`config.mk`:
```
export PLATFORM = sky130hd
export DESIGN_NAME = idcrc_check
export DESIGN_NICKNAME = d
export VERILOG_FILES = /design/src/rtl/idcrc_pkg.sv /design/src/rtl/idcrc_seq.sv /design/src/rtl/idcrc_lfsr.sv /design/src/rtl/idcrc_family.sv /design/src/rtl/idcrc_check.sv
export SDC_FILE = /design/constraint.sdc
export NUM_CORES = 1
export LEC_CHECK = 0
export BUFFER_PORTS_ARGS = -buffer_cell sky130_fd_sc_hd__buf_2
export CAP_MARGIN = 0
export CORE_ASPECT_RATIO = 0.9
export CORE_UTILIZATION = 55
export CTS_BUF_LIST = sky130_fd_sc_hd__clkbuf_4
export CTS_CLUSTER_DIAMETER = 30
export DETAILED_ROUTE_END_ITERATION = 8
export PLACE_DENSITY = 0.77
export SLEW_MARGIN = 15
export SYNTH_ARGS = -nofsm -noshare
export SYNTH_HDL_FRONTEND = slang
export SYNTH_SLANG_ARGS = --single-unit
export TNS_END_PERCENT = 30
```
`constraint.sdc`:
```
create_clock -name clk -period 2.5 [get_ports clk]
set_input_delay 0.125 -clock clk [delete_from_list [all_inputs] [get_ports clk]]
set_output_delay 0.125 -clock clk [all_outputs]
set_load 0.05 [all_outputs]
```
`src/rtl/idcrc_pkg.sv`:
```
package idcrc_pkg;

  // Per-cycle control strobes produced by the frame sequencer.
  typedef struct packed {
    logic take;      // a code bit is consumed this cycle
    logic first;     // that bit is bit 0 of a new frame
    logic fam_last;  // that bit closes the family field
    logic code_last; // that bit closes the whole code
  } idcrc_ctl_t;

endpackage

```
`src/rtl/idcrc_seq.sv`:
```
module idcrc_seq
  import idcrc_pkg::*;
#(
  parameter int CODE_BITS   = 64,
  parameter int FAMILY_BITS = 8
) (
  input  logic       clk,
  input  logic       rst,
  input  logic       clr_i,
  input  logic       sof_i,
  input  logic       bit_vld_i,
  output idcrc_ctl_t ctl_o,
  output logic       done_q_o
);
  localparam int CNT_W = $clog2(CODE_BITS + 1);

  logic [CNT_W-1:0] cnt_q;
  logic [CNT_W-1:0] idx;
  logic             active_q;
  logic             done_q;

  // The clear masks every strobe so that it wins over start and valid.
  always_comb begin
    ctl_o.first     = bit_vld_i && sof_i && !clr_i;
    ctl_o.take      = bit_vld_i && !clr_i && (sof_i || active_q);
    idx             = ctl_o.first ? '0 : cnt_q;
    ctl_o.fam_last  = ctl_o.take && (idx == CNT_W'(FAMILY_BITS - 1));
    ctl_o.code_last = ctl_o.take && (idx == CNT_W'(CODE_BITS - 1));
  end

  always_ff @(posedge clk) begin
    if (rst || clr_i) begin
      cnt_q    <= '0;
      active_q <= 1'b0;
      done_q   <= 1'b0;
    end else if (ctl_o.take) begin
      cnt_q    <= idx + CNT_W'(1);
      active_q <= !ctl_o.code_last;
      done_q   <= ctl_o.code_last;
    end
  end

  assign done_q_o = done_q;
endmodule

```
`src/rtl/idcrc_lfsr.sv`:
```
module idcrc_lfsr #(
  parameter int             REM_W     = 8,
  parameter logic [REM_W-1:0] POLY_REFL = 8'h8C
) (
  input  logic             clk,
  input  logic             rst,
  input  logic             clr_i,
  input  logic             take_i,
  input  logic             first_i,
  input  logic             din_i,
  output logic [REM_W-1:0] rem_q_o,
  output logic [REM_W-1:0] rem_nxt_o
);
  logic [REM_W-1:0] rem_q;
  logic [REM_W-1:0] seed;
  logic             fb;

  assign seed = first_i ? '0 : rem_q;
  assign fb   = din_i ^ seed[0];

  // Right shift with the feedback bit entering at the top, and the
  // reflected polynomial taps XORed in wherever the constant has a one.
  for (genvar i = 0; i < REM_W; i++) begin : g_tap
    if (i == REM_W - 1) begin : g_top
      assign rem_nxt_o[i] = POLY_REFL[i] & fb;
    end else begin : g_mid
      assign rem_nxt_o[i] = seed[i+1] ^ (POLY_REFL[i] & fb);
    end
  end

  always_ff @(posedge clk) begin
    if (rst || clr_i) begin
      rem_q <= '0;
    end else if (take_i) begin
      rem_q <= rem_nxt_o;
    end
  end

  assign rem_q_o = rem_q;
endmodule

```
`src/rtl/idcrc_family.sv`:
```
module idcrc_family #(
  parameter int               FAMILY_BITS = 8,
  parameter logic [FAMILY_BITS-1:0] FAMILY_CODE = 8'h04
) (
  input  logic clk,
  input  logic rst,
  input  logic clr_i,
  input  logic take_i,
  input  logic first_i,
  input  logic last_i,
  input  logic din_i,
  output logic ok_q_o
);
  logic [FAMILY_BITS-1:0] sh_q;
  logic [FAMILY_BITS-1:0] sh_nxt;
  logic                   ok_q;

  // LSB-first capture: each new bit enters at the top and moves down.
  generate
    if (FAMILY_BITS == 1) begin : g_one
      assign sh_nxt = din_i;
    end else begin : g_many
      assign sh_nxt = {din_i, (first_i ? {(FAMILY_BITS-1){1'b0}}
                                       : sh_q[FAMILY_BITS-1:1])};
    end
  endgenerate

  always_ff @(posedge clk) begin
    if (rst || clr_i) begin
      sh_q <= '0;
      ok_q <= 1'b0;
    end else if (take_i) begin
      sh_q <= sh_nxt;
      if (last_i) begin
        ok_q <= (sh_nxt == FAMILY_CODE);
      end else if (first_i) begin
        ok_q <= 1'b0;
      end
    end
  end

  assign ok_q_o = ok_q;
endmodule

```
`src/rtl/idcrc_check.sv`:
```
module idcrc_check
  import idcrc_pkg::*;
#(
  parameter int               CODE_BITS   = 64,
  parameter int               FAMILY_BITS = 8,
  parameter int               REM_W       = 8,
  parameter logic [REM_W-1:0] POLY_REFL   = 8'h8C,
  parameter logic [FAMILY_BITS-1:0] FAMILY_CODE = 8'h04
) (
  input  logic             clk,
  input  logic             rst,
  input  logic             clr_i,
  input  logic             sof_i,
  input  logic             bit_vld_i,
  input  logic             bit_i,
  output logic [REM_W-1:0] rem_o,
  output logic             done_o,
  output logic             pass_o,
  output logic             family_ok_o
);
  idcrc_ctl_t       ctl;
  logic [REM_W-1:0] rem_q;
  logic [REM_W-1:0] rem_nxt;
  logic             done_q;
  logic             pass_q;
  logic             fam_q;

  idcrc_seq #(
    .CODE_BITS  (CODE_BITS),
    .FAMILY_BITS(FAMILY_BITS)
  ) u_seq (
    .clk      (clk),
    .rst      (rst),
    .clr_i    (clr_i),
    .sof_i    (sof_i),
    .bit_vld_i(bit_vld_i),
    .ctl_o    (ctl),
    .done_q_o (done_q)
  );

  idcrc_lfsr #(
    .REM_W    (REM_W),
    .POLY_REFL(POLY_REFL)
  ) u_lfsr (
    .clk      (clk),
    .rst      (rst),
    .clr_i    (clr_i),
    .take_i   (ctl.take),
    .first_i  (ctl.first),
    .din_i    (bit_i),
    .rem_q_o  (rem_q),
    .rem_nxt_o(rem_nxt)
  );

  idcrc_family #(
    .FAMILY_BITS(FAMILY_BITS),
    .FAMILY_CODE(FAMILY_CODE)
  ) u_family (
    .clk    (clk),
    .rst    (rst),
    .clr_i  (clr_i),
    .take_i (ctl.take),
    .first_i(ctl.first),
    .last_i (ctl.fam_last),
    .din_i  (bit_i),
    .ok_q_o (fam_q)
  );

  // The verdict is registered on the same edge as the last remainder update.
  always_ff @(posedge clk) begin
    if (rst || clr_i) begin
      pass_q <= 1'b0;
    end else if (ctl.take) begin
      pass_q <= ctl.code_last && (rem_nxt == '0);
    end
  end

  assign rem_o       = rem_q;
  assign done_o      = done_q;
  assign pass_o      = pass_q;
  assign family_ok_o = fam_q;
endmodule

```
==> results of run 1 <==
[synthesized netlist by cell type]
cell | number | area share
a21oi_1 | 16 | 0.067
a21oi_2 | 1 | 0.0074
a32oi_1 | 1 | 0.0074
and2_1 | 2 | 0.011
and3_1 | 1 | 0.0053
and3b_1 | 2 | 0.015
buf_2 | 3 | 0.013
clkbuf_1 | 5 | 0.016
dfxtp_1 | 26 | 0.44
ha_1 | 1 | 0.011
inv_1 | 3 | 0.0095
nand2_1 | 26 | 0.082
nand2b_1 | 2 | 0.011
nand3_1 | 5 | 0.021
nand3b_1 | 1 | 0.0063
nand3b_4 | 1 | 0.017
nand4_1 | 3 | 0.016
nand4b_1 | 1 | 0.0074
nor2_1 | 11 | 0.035
nor2b_1 | 1 | 0.0053
nor3_1 | 2 | 0.0084
nor3b_1 | 4 | 0.025
nor4_1 | 3 | 0.016
nor4b_1 | 1 | 0.0074
o2111ai_1 | 2 | 0.015
o211a_1 | 1 | 0.0084
o211ai_1 | 1 | 0.0063
o21ai_0 | 4 | 0.017
o21ai_1 | 3 | 0.013
o21ai_2 | 1 | 0.0074
o22ai_1 | 1 | 0.0053
or2_1 | 1 | 0.0053
or3_1 | 1 | 0.0053
or3_4 | 2 | 0.019
or4_1 | 1 | 0.0063
xnor2_1 | 1 | 0.0074
xor2_1 | 4 | 0.029
[power by group through the flow]
stage               clock, uW  sequential, uW  combinational [uW]
floorplan                   0             429                24.8
global placement            0             427                37.8
detailed placement          0             427                39.2
CTS                       184             418                39.5
global route              196             419                43.8
finish                    181             418                39.6
[state kept, by name, summed over array words and instances, names as in the netlist]
name and cells:
u_seq.active_q 1, u_lfsr.rem_q_o 8, u_family.sh_q 7, u_family.ok_q_o 1, u_seq.cnt_q 7, pass_o 1
u_seq.done_q_o 1
[through the flow]
step / hold WS, ns / power (uW) / cells
after floorplan: 0.343 / 454 / 145
after global placement: 0.442 / 465 / 179
after detailed placement: 0.436 / 466 / 179
after CTS: 0.108 / 641 / 182
after global routing: 0.111 / 658 / 182
final: 0.118 / 639 / 182
[worst paths after layout]
path         cells after the start       startpoint  slack (ns)                 to
max                              6   u_seq.cnt_q[0]        0.77     u_seq.active_q
min                              3            bit_i        0.12  u_lfsr.rem_q_o[7]
max reg2reg                      6   u_seq.cnt_q[0]        0.77     u_seq.active_q
min reg2reg                      2  u_family.ok_q_o        0.45    u_family.ok_q_o
[logic make-up after synthesis]
family          Yosys count
simple gates             71
compound gates           31
flops                    26
buf+inv                  11
xor+xnor                  5
fa+ha+maj                 1
[critical path, delay by kind of cell, from the launching register on]
kind | cells | cell delay, ns
DFF | 1 | 0.38
adders and majority gates | 1 | 0.20
AOI/OAI and AO/OA | 1 | 0.12
and+or+nand+nor | 4 | 0.96
[routing by layer]
metal | GRT usage | up-vias | wire length (um)
met4 | 0.0667 | 0 | 15
li1 | - | 528 | -
met2 | 0.424 | 30 | 1210
met1 | 0.298 | 482 | 1160
met5 | 0 | - | 0
met3 | 0.0726 | 2 | 158
[layout by cell type, fill, tap and decap left out, types with 2 or more instances in the layout]
master / count
nor2_1: 11
and3b_1: 2
dfxtp_1: 26
xor2_1: 4
inv_1: 3
or3_4: 2
nand2b_1: 2
o21ai_1: 3
and2_1: 2
nor4_1: 3
nand2_1: 26
nor3b_1: 4
nand3_1: 5
o2111ai_1: 2
buf_2: 16
a21oi_1: 16
nand4_1: 3
o21ai_0: 4
nor3_1: 2
clkbuf_4: 3
[layout make-up]
class,count,area (um2),share of cell area
multi-input cells,108,623,0.481
inverters,3,11.3,0.00869
clock buffers,3,22.5,0.0174
flip-flops and latches,26,520,0.402
well taps,25,31.3,0.0241
repair buffers,17,87.6,0.0676
==> results.cfg, run 1 <==
[die]
rows = 15
core-area_um2 = 1970
start_util = 0.603
die_y_um = 46.1
pin_count = 17
fp.dieW_um = 51
dieArea_um2 = 2350

[clocking]
cts_tree = built
post_cts_buffers = 0
cts_resized = 0
postCtsHoldBufs = 0
numCtsBuffers = 3
clkSlewWorstSetupHoldPaths_ns = 0.14
cts_buffer_depth = 2
clk_latency_ns = 0.33
htreeDepth = 1
cts_sinks = 26
clock-root-buffer = clkbuf_4

[routing]
ant_nets = 0
drcViolationCount = 0
routedWlPerCell_um = 14.0
first_iter_violations = 36
wl_mm = 2.55
viasPerCell = 5.73
dr_total_vias = 1042
drt_pass1_iterations = 4

[power]
seqPwrFrac = 0.655
p_per_area_nw_per_um2 = 493
ir_worst_vdd_v = 0.000384
cellLeakagePower_uw = 0.000487
switching_share = 0.242
p_switching_uw = 154
power_frac_comb = 0.062
p_clk_frac = 0.283
p_int_uw = 484

[yosys]
syn-num-nets = 152
yosysUniqueCellTypes = 37
synthMuxAreaShare = 0
yosys.area_share.adder = 0.0105
netlist_instances = 145
syn_area_um2 = 1190
ys_ff_latch = 26
synth-xor-area-share = 0.0368
synth_compound_area_frac = 0.154
yosys.area_share.simple = 0.323
avgSynthCellArea_um2 = 8.20
yosysWarnings = 0
seq_area_frac_synth = 0.438
synth_top_family_by_area = simple AND/OR/NAND/NOR gates

[timing]
worstMarginPinSlew_ns = 0.453
fin_ws_ns = 0.768
fin_setup_tns_ns = 0
timing.final.crit_period_ns = 1.73
setup_viol = 0
final.setup_skew_ns = 0.0132
max_clock_freq_mhz = 577
hold_viol = 0
finalMaxSlewViolations = 0
relSlewSlack = 0.695
grt_setup_unrepaired = false
fin_crit_sh = 0.693

[finish]
design_area_um2 = 1300
fin_nets = 166
area_growth_pct = 9.05
final_util = 0.658
fill_cells = 171
n_antenna_cell = 0
drive_gt1_frac = 0.159

[hold_path]
hp-class = input pin to flop

[critical_path]
cp_max_fo = 4
end_kind = flop
path_class = flop to flop
max_stage_delay_ns = 0.38
crit_chain = and2_1 > ha_1 > nand2_1 > or3_4 > or3_4 > o211a_1
crit_path_start_kind = flop
cp_slowest_cell = dfxtp_1
cp.required_ns = 2.74
cp.arrival_ns = 1.98
crit_path_frequent_cell = or3_4

[placement]
dpl_cell_area_um2 = 1270
pre_cts_slack_ns = 0.602
place_congestion = 0.841
port_buffers = 16
dp_hpwl_mm = 1.85

[global_route]
grt_pass1_wl_mm = 4.22
grt_pass1_vias = 983
overflow = 0
grt_usage = 0.245
antenna_found_initial = 0
grt_max_degree = 19

[flow_run]
drv_cap = 0

[run_status]
run_status = complete, no violations
Power figures use the tool's default switching activity.
==> run 2, diff against run 1 <==
==> constraint.sdc (replaced) <==
create_clock -name clk -period 1.79 [get_ports clk]
set_input_delay 0.0895 -clock clk [delete_from_list [all_inputs] [get_ports clk]]
set_output_delay 0.0895 -clock clk [all_outputs]
set_load 0.05 [all_outputs]
==> run 2 against run 1 <==
Register-to-register slack worse by 0.68 ns; routed wire length up 4.7%; sequential power up 40%; power up 65%; global-route usage up 0.48 points; clock-buffer cell count unchanged; utilization up 4.3 points; via count up 6.7%.
==> results.cfg, run 2 (same netlist as run 1, synthesis figures left out) <==
[routing]
drcViolationCount = 0
wl_mm = 2.67
routedWlPerCell_um = 14.0
drt_pass1_iterations = 4
dr_total_vias = 1112
ant_nets = 0
first_iter_violations = 34
viasPerCell = 5.85

[finish]
area_growth_pct = 16.2
design_area_um2 = 1380
final_cells = 190
largest_register_ff_count = 8
layout_commonest_cell = nand2_1
drive_gt1_frac = 0.212
fin_nets = 173
most-common-layout-cells = nand2_1 (26), dfxtp_1 (24), a21oi_1 (16), buf_2 (16), nor2_1 (11)
n_antenna_cell = 0
fill_cells = 165

[placement]
place_congestion = 0.824
placed_cells = 186
dp_hpwl_mm = 1.96
port_buffers = 16
dpl_cell_area_um2 = 1330

[critical_path]
crit_path_start_kind = flop
end_kind = flop
path_class = flop to flop
cp_max_fo = 3
crit_path_frequent_cell = or3_4
max_stage_delay_ns = 0.38
cp_top_family = simple AND/OR/NAND/NOR gates
cp.arrival_ns = 1.94
cp_slowest_cell = or3_4
cp-startpoint = u_seq.cnt_q[0]
cp.required_ns = 2.03
crit_chain = and2_1 > ha_1 > nand2_1 > or3_4 > or3_4 > o211a_1
reg2reg_from = u_seq.cnt_q[0]
cp.buffers_inverters = 0

[die]
die_y_um = 46.1
fp.dieW_um = 51
dieArea_um2 = 2350
start_util = 0.603
rows = 15
core-area_um2 = 1970
pin_count = 17

[clocking]
post_cts_buffers = 0
cts_buffer_depth = 2
numCtsBuffers = 3
htreeDepth = 1
clkSlewWorstSetupHoldPaths_ns = 0.14
cts_tree = built
clock-root-buffer = clkbuf_4
postCtsHoldBufs = 0
cts_sinks = 26
cts_resized = 0
clk_latency_ns = 0.32

[power]
switching_share = 0.211
finalPower_uw = 1050
p_per_area_nw_per_um2 = 761
p_clk_frac = 0.385
seqPwrFrac = 0.556
p_switching_uw = 221
cellLeakagePower_uw = 0.000536
power_frac_comb = 0.060
ir_worst_vdd_v = 0.000625
p_int_uw = 830

[flow_run]
drv_cap = 0

[timing]
max_clock_freq_mhz = 587
final.setup_skew_ns = 0.00527
finalMaxSlewViolations = 0
hold_viol = 0
grt_setup_unrepaired = false
setup_viol = 0
timing.final.crit_period_ns = 1.70
relSlewSlack = 0.692
fin_crit_sh = 0.952
fin_setup_tns_ns = 0
worstMarginPinSlew_ns = 0.461
fin_hold_ws_ns = 0.0731

[global_route]
grt_max_degree = 18
overflow = 0
grt_pass1_vias = 971
grt_pass1_wl_mm = 4.35
antenna_found_initial = 0
grt_usage = 0.250

[hold_path]
hp-class = input pin to flop
hp-start = bit_i

[run_status]
run_status = complete, no violations
## run 2: changes by cell type in the layout (fill, tap and decap cells not counted)
cell	before	now
buf_4	1	8
dfxtp_1	26	24
dfxtp_2	0	2
bufinv_16	0	1
## run 2: final cells by class
class / count / area, um2 / share of cell area
inverters: 3 / 11.3 / 0.00815
clock buffers: 3 / 22.5 / 0.0163
clock inverters: 1 / 30.0 / 0.0217
multi-input cells: 108 / 623 / 0.451
well taps: 25 / 31.3 / 0.0226
flip-flops and latches: 26 / 523 / 0.379
repair buffers: 24 / 140 / 0.101
## run 2: through the flow
step                 util  setup WS [ns]
floorplan               -         0.0479
global placement    0.673          0.132
detailed placement  0.673         0.0508
CTS                 0.700         0.0594
global route        0.701         0.0104
finish              0.701         0.0866
## run 2: power groups by stage
stage,logic [uW],clock network [uW],registers [uW]
6_report,62.7,404,584
5_1_grt,68.9,433,585
4_1_cts,61.9,418,584
3_5_place_dp,61.4,0,597
3_3_place_gp,60.0,0,596
2_1_floorplan,34.6,0,600
## run 2: worst paths after layout
kind	to	slack, ns	cells past startpoint
max	u_seq.active_q	0.09	6
min	u_lfsr.rem_q_o[7]	0.07	3
max reg2reg	u_seq.active_q	0.09	6
min reg2reg	u_family.ok_q_o	0.46	2
## run 2: metal layers
layer | global-route usage | vias up | routed length (um)
met2 | 0.418 | 42 | 1240
met3 | 0.0726 | 2 | 180
met4 | 0.0500 | 0 | 4
li1 | - | 549 | -
met5 | 0 | - | 0
met1 | 0.323 | 519 | 1240
## run 2: worst min-delay path: cells and delay by family
family                 cells  cell delay [ns]
AOI/OAI and AO/OA          1             0.06
and+or+nand+nor            1             0.07
buffers and inverters      1             0.15
==> run 3, diff against run 2 <==
--- a/config.mk
+++ b/config.mk
@@ -6,13 +6,13 @@
 export NUM_CORES = 1
 export LEC_CHECK = 0
 export BUFFER_PORTS_ARGS = -buffer_cell sky130_fd_sc_hd__buf_2
-export CAP_MARGIN = 0
+export CAP_MARGIN = 20
 export CORE_ASPECT_RATIO = 0.9
-export CORE_UTILIZATION = 55
+export CORE_UTILIZATION = 50
 export CTS_BUF_LIST = sky130_fd_sc_hd__clkbuf_4
 export CTS_CLUSTER_DIAMETER = 30
 export DETAILED_ROUTE_END_ITERATION = 8
-export PLACE_DENSITY = 0.77
+export PLACE_DENSITY = 0.71
 export SLEW_MARGIN = 15
 export SYNTH_ARGS = -nofsm -noshare
 export SYNTH_HDL_FRONTEND = slang
==> run 3 against run 2 <==
Die area is 9.6% higher; register-to-register slack improved by 0.03 ns; power rose by 0.42%; sequential share of layout area up 0.14 points; critical path depth unchanged; critical path type unchanged; critical endpoint unchanged.
==> results.cfg, run 3 (same netlist as run 1, synthesis figures left out) <==
[timing]
fin_crit_sh = 0.933
max_clock_freq_mhz = 599
hold_viol = 0
timing.final.crit_period_ns = 1.67
relSlewSlack = 0.687
setup_viol = 0
final.setup_skew_ns = 0.00632
worstMarginPinSlew_ns = 0.469
fin_setup_tns_ns = 0
fin_ws_ns = 0.120
finalMaxSlewViolations = 0
grt_setup_unrepaired = false

[global_route]
grt_max_degree = 18
grt_pass1_vias = 926
grt_usage = 0.231
overflow = 0
grt_pass1_wl_mm = 4.20
antenna_found_initial = 0

[finish]
drive_gt1_frac = 0.207
area_growth_pct = 15.8
n_antenna_cell = 0
fill_cells = 207
most-common-layout-cells = nand2_1 (26), dfxtp_1 (24), a21oi_1 (16), buf_2 (16), nor2_1 (11)
final_util = 0.625
layout_commonest_cell = nand2_1
fin_nets = 172
largest_register_ff_count = 8

[die]
dieArea_um2 = 2580
start_util = 0.540
fp.dieW_um = 53.4
die_y_um = 48.3
core-area_um2 = 2200
pin_count = 17
rows = 16

[critical_path]
cp_slowest_cell = or3_4
crit_path_start_kind = flop
cp.arrival_ns = 1.91
cp_max_fo = 3
cp.required_ns = 2.03
end_kind = flop
path_class = flop to flop
crit_path_frequent_cell = or3_4
crit_chain = and2_1 > ha_1 > nand2_1 > or3_4 > or3_4 > o211a_1
max_stage_delay_ns = 0.38

[clocking]
htreeDepth = 1
numCtsBuffers = 3
cts_tree = built
post_cts_buffers = 0
clock-root-buffer = clkbuf_4
clkSlewWorstSetupHoldPaths_ns = 0.15
cts_sinks = 26
clk_latency_ns = 0.33
cts_buffer_depth = 2

[routing]
ant_nets = 0
routedWlPerCell_um = 14.5
first_iter_violations = 43
wl_mm = 2.78
drt_pass1_iterations = 4
dr_total_vias = 1115
drcViolationCount = 0
viasPerCell = 5.84

[placement]
port_buffers = 16
pre_cts_slack_ns = 0.0481
dp_hpwl_mm = 2.01
place_congestion = 0.832

[power]
ir_worst_vdd_v = 0.000809
p_per_area_nw_per_um2 = 767
cellLeakagePower_uw = 0.000531

[hold_path]
hp-class = input pin to flop

[run_status]
run_status = complete, no violations

[flow_run]
drv_cap = 0
-- run 3: path summary, 6_finish.rpt --
path                            slack (ns)       startpoint  depth (start not counted)                 to
worst max-delay path                  0.12   u_seq.cnt_q[0]                          6     u_seq.active_q
worst min-delay path                  0.08            bit_i                          3  u_lfsr.rem_q_o[7]
worst max register to register        0.12   u_seq.cnt_q[0]                          6     u_seq.active_q
worst min register to register        0.46  u_family.ok_q_o                          2    u_family.ok_q_o
-- run 3: stage by stage --
step | cells | instance area [um2] | hold slack [ns] | total power (uW)
after floorplan | 145 | 1190 | 0.307 | 634
after global placement | 187 | 1320 | 0.414 | 657
after detailed placement | 187 | 1320 | 0.419 | 660
after CTS | 191 | 1370 | 0.0635 | 1060
after global routing | 191 | 1380 | 0.0609 | 1100
final | 191 | 1380 | 0.0781 | 1060
-- run 3: worst max-delay path: cells and delay by family, from the launching register on --
family,cells,cell delay [ns]
fa+ha+maj,1,0.16
simple gates,4,0.95
flops,1,0.37
compound gates,1,0.11
-- run 3: layer usage --
layer  part of all wire  wire [um]  up-vias  track usage
met4             0.0083         23        0       0.0474
met5                  0          0        -            0
met2               0.48       1340       34        0.405
li1                   -          -      546            -
met1               0.46       1290      531        0.292
met3              0.047        130        4       0.0592
-- run 3: final cells by class --
| cell class | count | area [um2] | area share |
|---|---|---|---|
| repair buffers | 23 | 133 | 0.0964 |
| well taps | 27 | 33.8 | 0.0245 |
| clock inverters | 1 | 30.0 | 0.0218 |
| inverters | 3 | 11.3 | 0.00818 |
| clock buffers | 3 | 22.5 | 0.0164 |
| flip-flops and latches | 26 | 523 | 0.380 |
| multi-input cells | 108 | 623 | 0.453 |
-- run 3: repair_timing --
item                       in CTS  in global routing
hold endpoints to repair        0                  0
resized for setup               0                  2
hold buffers                    0                  0
setup endpoints to repair       0                  2
-- run 3: power breakdown --
part	switching, uW	internal, uW	total (uW)
combinational	41.9	21.7	63.7
clock	181	226	408
sequential	2.75	582	584
